--- src/rtl/iter_shifter_pkg.sv ---
package iter_shifter_pkg;
   typedef enum logic [2:0] {
      SH_IDLE = 3'd0,
      SH_FIX  = 3'd1,
      SH_LOAD = 3'd2,
      SH_STEP = 3'd3,
      SH_WB   = 3'd4
   } sh_state_e;
endpackage

--- src/rtl/shr_count_unit.sv ---
module shr_count_unit #(
   parameter int CNT_W     = 5,
   parameter bit ZFLAG_REG = 1'b1
) (
   input  logic             clk,
   input  logic             rst_n,
   input  logic             ld,
   input  logic [CNT_W-1:0] ld_val,
   input  logic             dec,
   output logic [CNT_W-1:0] cnt,
   output logic             zero
);
   localparam logic [CNT_W-1:0] ONE = {{(CNT_W-1){1'b0}}, 1'b1};

   always_ff @(posedge clk) begin
      if (!rst_n)   cnt <= '0;
      else if (ld)  cnt <= ld_val;
      else if (dec) cnt <= cnt - ONE;
   end

   generate
      if (ZFLAG_REG) begin : g_zreg
         logic zero_q;
         always_ff @(posedge clk) begin
            if (!rst_n)   zero_q <= 1'b1;
            else if (ld)  zero_q <= (ld_val == '0);
            else if (dec) zero_q <= (cnt == ONE);
         end
         assign zero = zero_q;
      end else begin : g_zcomb
         assign zero = (cnt == '0);
      end
   endgenerate
endmodule

--- src/rtl/shr_data_reg.sv ---
module shr_data_reg #(
   parameter int DATA_W = 32
) (
   input  logic              clk,
   input  logic              rst_n,
   input  logic              load,
   input  logic [DATA_W-1:0] load_val,
   input  logic              step,
   output logic [DATA_W-1:0] q
);
   always_ff @(posedge clk) begin
      if (!rst_n)    q <= '0;
      else if (load) q <= load_val;
      else if (step) q <= {1'b0, q[DATA_W-1:1]};
   end
endmodule

--- src/rtl/shr_seq.sv ---
module shr_seq
   import iter_shifter_pkg::*;
(
   input  logic      clk,
   input  logic      rst_n,
   input  logic      start,
   input  logic      cnt_zero,
   output sh_state_e state,
   output logic      cnt_ld,
   output logic      cnt_from_reg,
   output logic      cnt_dec,
   output logic      data_ld,
   output logic      data_step,
   output logic      wb
);
   sh_state_e nxt;

   always_comb begin
      nxt          = state;
      cnt_ld       = 1'b0;
      cnt_from_reg = 1'b0;
      cnt_dec      = 1'b0;
      data_ld      = 1'b0;
      data_step    = 1'b0;
      wb           = 1'b0;
      unique case (state)
         SH_IDLE: if (start) begin
            cnt_ld = 1'b1;
            nxt    = SH_FIX;
         end
         SH_FIX: begin
            if (cnt_zero) begin
               cnt_ld       = 1'b1;
               cnt_from_reg = 1'b1;
            end
            nxt = SH_LOAD;
         end
         SH_LOAD: begin
            data_ld = 1'b1;
            nxt     = SH_STEP;
         end
         SH_STEP: begin
            if (!cnt_zero) begin
               cnt_dec   = 1'b1;
               data_step = 1'b1;
            end else begin
               nxt = SH_WB;
            end
         end
         SH_WB: begin
            wb  = 1'b1;
            nxt = SH_IDLE;
         end
         default: nxt = SH_IDLE;
      endcase
   end

   always_ff @(posedge clk) begin
      if (!rst_n) state <= SH_IDLE;
      else        state <= nxt;
   end
endmodule

--- src/rtl/iter_shifter.sv ---
module iter_shifter
   import iter_shifter_pkg::*;
#(
   parameter int DATA_W    = 32,
   parameter int CNT_W     = $clog2(DATA_W),
   parameter bit ZFLAG_REG = 1'b1
) (
   input  logic              clk,
   input  logic              rst_n,
   input  logic              start,
   input  logic [CNT_W-1:0]  imm_cnt,
   input  logic [CNT_W-1:0]  reg_cnt,
   input  logic [DATA_W-1:0] data_in,
   output logic [DATA_W-1:0] result,
   output logic              done
);
   localparam int SPAN = 1 << CNT_W;

   generate
      if (DATA_W < 2) begin : g_bad_width
         $error("iter_shifter: DATA_W must be at least 2");
      end
      if (SPAN != DATA_W) begin : g_bad_cnt
         $error("iter_shifter: CNT_W must equal clog2(DATA_W), DATA_W a power of two");
      end
   endgenerate

   sh_state_e         state;
   logic              cnt_ld, cnt_from_reg, cnt_dec, data_ld, data_step, wb;
   logic              cnt_zero;
   logic [CNT_W-1:0]  cnt_q, cnt_src;
   logic [DATA_W-1:0] data_q;

   assign cnt_src = cnt_from_reg ? reg_cnt : imm_cnt;

   shr_seq u_seq (
      .clk          (clk),
      .rst_n        (rst_n),
      .start        (start),
      .cnt_zero     (cnt_zero),
      .state        (state),
      .cnt_ld       (cnt_ld),
      .cnt_from_reg (cnt_from_reg),
      .cnt_dec      (cnt_dec),
      .data_ld      (data_ld),
      .data_step    (data_step),
      .wb           (wb)
   );

   shr_count_unit #(.CNT_W(CNT_W), .ZFLAG_REG(ZFLAG_REG)) u_cnt (
      .clk    (clk),
      .rst_n  (rst_n),
      .ld     (cnt_ld),
      .ld_val (cnt_src),
      .dec    (cnt_dec),
      .cnt    (cnt_q),
      .zero   (cnt_zero)
   );

   shr_data_reg #(.DATA_W(DATA_W)) u_data (
      .clk      (clk),
      .rst_n    (rst_n),
      .load     (data_ld),
      .load_val (data_in),
      .step     (data_step),
      .q        (data_q)
   );

   always_ff @(posedge clk) begin
      if (!rst_n) begin
         result <= '0;
         done   <= 1'b0;
      end else begin
         done <= wb;
         if (wb) result <= data_q;
      end
   end
endmodule

--- config.mk ---
export PLATFORM = sky130hd
export DESIGN_NAME = iter_shifter
export DESIGN_NICKNAME = d
export VERILOG_FILES = /design/src/rtl/iter_shifter_pkg.sv /design/src/rtl/shr_count_unit.sv /design/src/rtl/shr_data_reg.sv /design/src/rtl/shr_seq.sv /design/src/rtl/iter_shifter.sv
export SDC_FILE = /design/constraint.sdc
export NUM_CORES = 1
export LEC_CHECK = 0
export ABC_AREA = 1
export BUFFER_PORTS_ARGS = -buffer_cell sky130_fd_sc_hd__clkbuf_2
export CAP_MARGIN = 20
export CORE_MARGIN = 10
export CORE_UTILIZATION = 30
export CTS_CLUSTER_DIAMETER = 100
export DETAILED_ROUTE_END_ITERATION = 7
export PLACE_DENSITY = 0.57
export SYNTH_ARGS = -nofsm -noshare
export SYNTH_HDL_FRONTEND = slang
export SYNTH_SLANG_ARGS = --single-unit
--- constraint.sdc ---
create_clock -name clk -period 1.7 [get_ports clk]
set_clock_uncertainty 0.15 [all_clocks]
set_input_delay 0.51 -clock clk [delete_from_list [all_inputs] [get_ports clk]]
set_output_delay 0.51 -clock clk [all_outputs]
set_load 0.03 [all_outputs]
# Yosys cells after proc, flatten, opt, wreduce, memory -nomap -nowiden
# Cells that the tools add are included.
[totals] ff_bits=74 input_bits=45 wordCells=37 out_inout_bits=33
[op_classes] muxes=18 reduce_logical=5 addsub=1 eq_ne=7
[ops] operator="$mux W32" n=2
[ops] operator="$mux W5" n=3
[ops] operator="$pmux W3 S4" n=1
[ops] operator="$mux W1" n=9
[ops] operator="$eq A3 B2 Y1 const B" n=2
[ops] operator="$mux W3" n=2
[ops] operator="$eq A5 B1 Y1 const B" n=1
[ops] operator="$logic_not A5 Y1" n=1
[ops] operator="$sub A5 B1 Y5 const B" n=1
[ops] operator="$reduce_bool A2 Y1" n=2
[ops] operator="$eq A3 B1 Y1 const B" n=1
[ops] operator="$eq A3 B3 Y1 const B" n=1
[ops] operator="$logic_not A3 Y1" n=1
[ops] operator="$ne A2 B1 Y1 const B" n=1
[ops] operator="$ne A2 B2 Y1 const B" n=1
[ops] operator="$pmux W1 S2" n=1
[ops] operator="$reduce_and A2 Y1" n=1

# Longest topological paths before layout
# Gate-level depths: netlist (run 1).
[depth] ltp_word=5 ltp_mapped=10 depth_no_buf=9

# By module
# From an unflattened synthesis (run 1), not the netlist that was laid out.
[hier_totals] cells_unflattened=577 hier_area_um2=3762.4
[modules_own_cells] mod="shr_data_reg" cells_per_inst=269 area_per_inst_um2=1750.4 instances=1 seq_area_each_um2=640.6
[modules_own_cells] mod="iter_shifter" cells_per_inst=222 area_per_inst_um2=1427.6 instances=1 seq_area_each_um2=660.6
[modules_own_cells] mod="shr_count_unit" cells_per_inst=57 area_per_inst_um2=405.4 instances=1 seq_area_each_um2=120.1
[modules_own_cells] mod="shr_seq" cells_per_inst=29 area_per_inst_um2=178.9 instances=1 seq_area_each_um2=60.1

# Worst setup path after synthesis (run 1)
# OpenSTA, ideal clock, no wires.
[synth_path] kind="in2reg" startpoint="input rst_n" endpoint="register u_data.q[21]" path_buffers=3 setup_ns=0.124 path_stages=5 required_ns=1.426 path_slack_ns=0.106 arrival_time_ns=1.320 path_cell_list="clkbuf_1 -> inv_1 -> clkbuf_1 -> buf_2 -> a31oi_1"
[synth_lines] element="start: declaration" line_no="iter_shifter.sv:9" source="input logic rst_n,"
[synth_lines] element="end signal: assignment" line_no="shr_data_reg.sv:13" source="else if (load) q <= load_val;"
[synth_lines] element="end signal: assignment" line_no="shr_data_reg.sv:14" source="else if (step) q <= {1'b0, q[DATA_W-1:1]};"
[synth_lines] element="end: declaration" line_no="shr_data_reg.sv:9" source="output logic [DATA_W-1:0] q"
# No word-level cell between the ends.

# Worst setup path after layout (run 1)
[layout_path] startpoint="register result[31]" endpoint="output result[31]"
[layout_lines] element="start: declaration" line_no="iter_shifter.sv:14" source="output logic [DATA_W-1:0] result,"
[layout_lines] element="start signal: assignment" line_no="iter_shifter.sv:75" source="if (wb) result <= data_q;"
# No word-level cell between the ends.

==> results of run 1 <==
cell usage after synthesis (2+ instances only):
library cell	count
sky130_fd_sc_hd__inv_2	5
sky130_fd_sc_hd__nor2_1	72
sky130_fd_sc_hd__nand4_1	6
sky130_fd_sc_hd__a21oi_1	9
sky130_fd_sc_hd__ha_1	2
sky130_fd_sc_hd__buf_2	10
sky130_fd_sc_hd__a31oi_1	23
sky130_fd_sc_hd__o21ai_1	17
sky130_fd_sc_hd__clkbuf_1	10
sky130_fd_sc_hd__dfxtp_1	74
sky130_fd_sc_hd__nand3_1	5
sky130_fd_sc_hd__buf_8	3
sky130_fd_sc_hd__o21ai_0	21
sky130_fd_sc_hd__nand2_1	104
sky130_fd_sc_hd__inv_1	8
sky130_fd_sc_hd__nand3_2	3
sky130_fd_sc_hd__nor2_4	3
sky130_fd_sc_hd__nor3_1	2
sky130_fd_sc_hd__a31oi_2	10
sky130_fd_sc_hd__nand2_2	12
timing repair:
action                                  in CTS  in global routing
setup buffers                                0                  1
endpoints found under the hold margin        0                  0
gates cloned                                 1                  0
endpoints found under the setup margin      18                 39
gates resized for setup                      1                 12
pin swaps                                    1                  2
per-stage QoR:
step                power (uW)  worst slack, ns  area (um2)  hold slack (ns)  utilization
floorplan                 2390            0.106        3130            0.300            -
global placement          2570           0.0461        3630            0.316        0.354
detailed placement        2580          -0.0461        3630            0.318        0.354
CTS                       4150           0.0191        3860            0.251        0.377
global route              4340           0.0140        3910            0.262        0.382
finish                    4110            0.121        3910            0.270        0.382
area by class of cell:
type | instances | area share
flip-flops and latches | 74 | 0.381
multi-input cells | 294 | 0.373
repair buffers | 92 | 0.132
well taps | 136 | 0.0435
clock buffers | 9 | 0.0317
clock inverters | 7 | 0.0259
inverters | 13 | 0.0131
how the worst max path moves through the flow:
stage                     depth (start not counted)                        end                         from  slack [ns]
final                                             1                 result[31]      result[31]$_SDFFE_PN0P_        0.12
after global routing                              9  u_cnt.cnt[3]$_SDFFE_PN0P_  u_seq.state[2]$_SDFFE_PN0P_        0.01
after CTS                                         6  u_data.q[27]$_SDFFE_PN0P_  u_seq.state[2]$_SDFFE_PN0P_        0.02
after detailed placement                          6  u_data.q[17]$_SDFFE_PN0P_  u_seq.state[0]$_SDFFE_PN0P_       -0.05
after global placement                            7  u_cnt.cnt[1]$_SDFFE_PN0P_  u_seq.state[1]$_SDFFE_PN0P_        0.05
after floorplan                                   5  u_data.q[21]$_SDFFE_PN0P_                        rst_n        0.11
metal layers:
| metal | wire, um | track usage | vias up |
|---|---|---|---|
| met5 | 0 | 0 | - |
| met4 | 120 | 0.0457 | 0 |
| met3 | 569 | 0.0356 | 13 |
| met2 | 3980 | 0.181 | 67 |
| met1 | 3670 | 0.139 | 1309 |
| li1 | - | - | 1493 |
power groups by stage:
stage / Combinational [uW] / Clock, uW / Sequential [uW]
floorplan: 425 / 0 / 1970
global placement: 607 / 0 / 1960
detailed placement: 620 / 0 / 1960
CTS: 627 / 1590 / 1920
global route: 722 / 1670 / 1940
finish: 637 / 1550 / 1930
cells by family after synthesis:
family	Yosys count
buffers and inverters	39
AOI/OAI and AO/OA	81
DFF	74
adders and majority gates	2
and+or+nand+nor	210
registers in the layout, indices dropped and copies added (netlist names):
signal / cells
result: 32
u_data.q: 32
u_cnt.cnt: 5
u_seq.state: 3
done: 1
u_cnt.zero: 1
placed cells by master, fill, tap and decap left out, types with 6 or more instances in the layout:
master and instances:
sky130_fd_sc_hd__clkbuf_2 77, sky130_fd_sc_hd__dfxtp_1 71, sky130_fd_sc_hd__nand2_2 11, sky130_fd_sc_hd__o21ai_0 21, sky130_fd_sc_hd__a21oi_1 9, sky130_fd_sc_hd__nand4_1 6
sky130_fd_sc_hd__inv_1 7, sky130_fd_sc_hd__clkbuf_8 9, sky130_fd_sc_hd__o21ai_1 17, sky130_fd_sc_hd__nand2_1 104, sky130_fd_sc_hd__buf_4 13, sky130_fd_sc_hd__a31oi_2 10
sky130_fd_sc_hd__nor2_1 72, sky130_fd_sc_hd__a31oi_1 23
==> metrics, run 1 <==
actual slew at the worst max-slew pin=0.430 ns; Syn Std Cell Area=3130 um2; commonest register cell after synthesis=sky130_fd_sc_hd__dfxtp_1; crit path DAT=0.92 ns; fraction of power spent switching nets=0.290; final setup violation count=0; DRC violation total after the first TritonRoute iteration=119; Worst Path Required=1.04 ns; number of pins exceeding their max-slew limit in the final report=0; post-synthesis cell type with the largest combined area=sky130_fd_sc_hd__dfxtp_1; Max Fanout on Critical Path=2; class of the worst hold path=input port to flop; Vert. Die Dim=122 um; final setup TNS=0 ns; FILL cells=1088; Top Ports=78; standard cell with the maximum stage delay on the critical path=sky130_fd_sc_hd__dfxtp_1; remaining global-route overflow=0; hold-critical path endpoint=u_data.q[31]$_SDFFE_PN0P_; maximum root-to-sink buffer count=2; Synth Area in Compound Gates=0.163; clock network fraction of total power=0.377; unrepaired setup endpoints after global routing=no; placeable core region=10200 um2; via density per instance=4.61; flip-flop and latch count after synthesis=74; cell chosen for the clock root=sky130_fd_sc_hd__clkbuf_8; ranking of synthesized cells by area=sky130_fd_sc_hd__dfxtp_1 (47%), sky130_fd_sc_hd__nand2_1 (12%), sky130_fd_sc_hd__nor2_1 (8.6%); Hold Path Stages=3; Max-slew headroom=0.713; stage delay of the slowest cell on the critical path=0.36 ns; DP HPWL=6.02 mm; hold path startpoint=data_in[31]; GRT Resource Usage Total=0.113; clock buffer count from CTS=9; beginning of the worst register-to-register path=u_seq.state[1]$_SDFFE_PN0P_; average wire per standard cell=13.3 um; CP delay by family, top=flip-flops; number of vias after detailed routing=2882; Synth Area in Simple Gates=0.287; Net Switching=1190 uW; layout cell share with drive strength beyond 1=0.301; share of the synthesized area in the top cell type=0.473; leak pwr=0.00155 uW; Port-buffer cells=77; P_int=2920 uW; highest clock rate=0.633 GHz; proportion of synthesized chip area in sequential cells=0.473; number of hold buffers added after cts=0; wire length of the first global-routing pass=13.7 mm; number of maximum-capacitance constraint violations=0; number of antenna violations at the first check in global routing=0; Reg power frac=0.468; CP Capture Type=primary output; FF-to-FF setup slack=0.15 ns; maximum resistive drop on vdd=393 uV; reg2reg path depth=8; post-synthesis async set-or-reset flop share=0; outcome=finished clean; average cell area after synthesis=7.71 um2; antenna viol nets, final=0; Die ar.=14900 um2; area added between synthesis and finish=24.8%; buffers and inverters on the worst path=1; number of hold violations in the final report=0; power density normalized to cell area=1050 nW/um2; crit path kind=flop to primary output; placed insts=607; Post-synth EDFFs=0; fraction of the mapped netlist area in adder cells=0.00799; remaining routing DRC violations=0; largest net degree at the start of global routing=33; antenna diode count=0; parity-gate share of the synthesized area counting xor and xnor cells=0; routability congestion estimate=0.780; Synth Instances=406; multiplexer share of the synthesized area=0; number of global-route vias before repair=2812; post-CTS clock slew at the launch and capture registers of the worst setup and hold paths=0.08 ns; clock net sink count=74; Final min period=1.58 ns; clock tree from TritonCTS=yes; multi-input combinational cell area=1460 um2; post-synth cell types=27; worst reg2reg path endpoint=u_cnt.cnt[3]$_SDFFE_PN0P_; startpoint types=flop; part of the cycle the worst path needs=0.929; Final Non-Filler Cells=625; number of warnings issued by yosys=0; syn nets=453; H-Tree Depth=3; count of nets after finishing=531; sequential cell area in the final layout=1490 um2; Initial Util=0.306; dominant combinational cell family by area after synthesis=simple AND/OR/NAND/NOR gates; worst-skew pair later-pin latency=0.34 ns; x dimension of the die=122 um; num rows=37; number of detailed-route iterations in the first pass=4; total wirelength of the detailed-routed design=8.34 mm; worst path cell trace=clkbuf_2; combinational fraction of design power=0.155
(Power assumes the default switching activity.)
==> run 2, diff against run 1 <==
Settings changed: BUFFER_PORTS_ARGS -buffer_cell sky130_fd_sc_hd__clkbuf_2 to default, DONT_BUFFER_PORTS from default to 1, PLACE_DENSITY 0.57 to 0.51.
==> metrics, run 2 (synthesis results as in run 1) <==
Vert. Die Dim=122 um (unchanged); Hold Path Stages=2 (-1); number of detailed-route iterations in the first pass=4 (unchanged); FF-to-FF setup slack=0.11 ns (-0.04 ns); actual slew at the worst max-slew pin=0.425 ns (-0.00454 ns); clock net sink count=74 (unchanged); leading cell type in the layout, fill and taps excluded=sky130_fd_sc_hd__nand2_1; Port-buffer cells=0 (-100%); total wirelength of the detailed-routed design=8.15 mm (-2.3%); x dimension of the die=122 um (unchanged); unrepaired setup endpoints after global routing=no; beginning of the worst register-to-register path=u_seq.state[1]$_SDFFE_PN0P_; number of vias after detailed routing=2566 (-11%); area added between synthesis and finish=10.1%; remaining global-route overflow=0 (unchanged); routability congestion estimate=0.789 (+1.1%); clock tree from TritonCTS=yes; placeable core region=10200 um2 (unchanged); cell chosen for the clock root=sky130_fd_sc_hd__clkbuf_8; sequential cell area in the final layout=1480 um2 (-0.25%); registers with the highest flip-flop counts=result x32, u_data.q x32, u_cnt.cnt x5; dpl ws=-0.0260 ns (+0.0201 ns); FILL cells=1104 (+1.5%); clock buffer count from CTS=9 (unchanged); antenna viol nets, final=0 (unchanged); final setup violation count=0 (unchanged); antenna diode count=0 (unchanged); wire length of the first global-routing pass=13.1 mm (-4.7%); number of hold violations in the final report=0 (unchanged); count of nets after finishing=455 (-14%); Worst Path Required=1.82 ns (+0.78 ns); Initial Util=0.306 (unchanged); outcome=finished clean; remaining routing DRC violations=0 (unchanged); crit path DAT=1.71 ns (+0.79 ns); largest net degree at the start of global routing=37 (+12%); number of maximum-capacitance constraint violations=0 (unchanged); startpoint types=flop; final setup TNS=0 ns (unchanged); DRC violation total after the first TritonRoute iteration=125 (+5.0%); Final min period=1.59 ns (+0.00828 ns); maximum resistive drop on vdd=330 uV (-16%); part of the cycle the worst path needs=0.933 (+0.00487); via density per instance=4.68 (+1.5%); hold path startpoint=rst_n; number of antenna violations at the first check in global routing=0 (unchanged); GRT Resource Usage Total=0.109 (-0.00387); power consumption=3690 uW (-10%); worst-skew pair later-pin latency=0.34 ns (about the same); setup slack after layout=0.113 ns (-0.00828 ns); layout cell share with drive strength beyond 1=0.167 (-0.133); number of global-route vias before repair=2557 (-9.1%); num rows=37 (unchanged); CP Capture Type=flop; Max-slew headroom=0.716 (+0.00304); multi-input combinational cell area=1450 um2 (-0.86%); Max Fanout on Critical Path=6 (+4); maximum root-to-sink buffer count=2 (unchanged); Final Instance Area=3450 um2 (-12%); number of pins exceeding their max-slew limit in the final report=0 (unchanged); H-Tree Depth=3 (unchanged); hold-critical path endpoint=result[30]$_SDFFE_PN0P_; average wire per standard cell=14.9 um (+11%); reg2reg path depth=7 (-1); Top Ports=78 (unchanged); Die ar.=14900 um2 (unchanged); leading cell types in the layout, fill and taps excluded=sky130_fd_sc_hd__nand2_1 (104), sky130_fd_sc_hd__nor2_1 (72), sky130_fd_sc_hd__dfxtp_1 (72); DP HPWL=5.67 mm (-5.7%); number of hold buffers added after cts=0 (unchanged); post-CTS clock slew at the launch and capture registers of the worst setup and hold paths=0.08 ns (about the same); worst reg2reg path endpoint=u_cnt.cnt[1]$_SDFFE_PN0P_; Area after DPL=3260 um2 (-10%); crit path kind=flop to flop; class of the worst hold path=input port to flop; leak pwr=0.00120 uW (-23%); power density normalized to cell area=1070 nW/um2 (+1.8%); highest clock rate=0.630 GHz (-0.52%)
run 2: repair_timing:
| action | CTS | global route |
|---|---|---|
| pin swaps | 1 | 1 |
| cloned | 1 | 0 |
| setup endpoints to repair | 12 | 27 |
| hold endpoints to repair | 0 | 0 |
| resized for setup | 0 | 5 |
| buffers inserted | 0 | 0 |
run 2: final cells by class:
cell class | instances | share of cell area
sequential | 74 | 0.431
multi-input combinational | 294 | 0.420
tap | 136 | 0.0494
clock buffer | 10 | 0.0399
timing repair buffer | 16 | 0.0370
inverter | 13 | 0.0142
clock inverter | 5 | 0.00908
run 2: report_power, final:
part | switching [uW] | total (uW) | leakage, uW | internal [uW]
Combinational | 327 | 521 | 0.000512 | 194
Sequential | 116 | 1960 | 0.000601 | 1840
Clock | 655 | 1210 | 0.0000879 | 557
run 2: worst max-delay path by stage:
stage | start | end | slack, ns
floorplan | rst_n | u_data.q[21]$_SDFFE_PN0P_ | 0.11
global placement | u_seq.state[0]$_SDFFE_PN0P_ | u_data.q[13]$_SDFFE_PN0P_ | 0.04
detailed placement | u_seq.state[0]$_SDFFE_PN0P_ | u_data.q[16]$_SDFFE_PN0P_ | -0.03
CTS | u_seq.state[1]$_SDFFE_PN0P_ | u_cnt.cnt[1]$_SDFFE_PN0P_ | 0.01
global route | u_seq.state[1]$_SDFFE_PN0P_ | u_data.q[25]$_SDFFE_PN0P_ | 0.00002
finish | u_seq.state[1]$_SDFFE_PN0P_ | u_cnt.cnt[1]$_SDFFE_PN0P_ | 0.11
run 2: through the flow:
stage                      util  instances  hold slack [ns]
after floorplan               -        406            0.300
after global placement    0.318        532            0.318
after detailed placement  0.318        532            0.325
after CTS                 0.335        548            0.130
after global routing      0.337        548            0.121
final                     0.337        548            0.158
run 2: worst max-delay path, cell delays in order (launching register included):
cell                      delay [ns]
sky130_fd_sc_hd__dfxtp_2        0.40
sky130_fd_sc_hd__nand3_2        0.13
sky130_fd_sc_hd__nor2_4         0.21
sky130_fd_sc_hd__buf_4          0.20
sky130_fd_sc_hd__inv_2          0.08
sky130_fd_sc_hd__o21ai_1        0.11
sky130_fd_sc_hd__o21ai_0        0.10
sky130_fd_sc_hd__a21oi_1        0.14
run 2: per-layer routing:
layer	GRT usage	share of wire	wire length, um
met1	0.135	0.45	3670
met2	0.170	0.47	3820
met3	0.0453	0.074	600
met4	0.0346	0.0061	50
met5	0	0	0
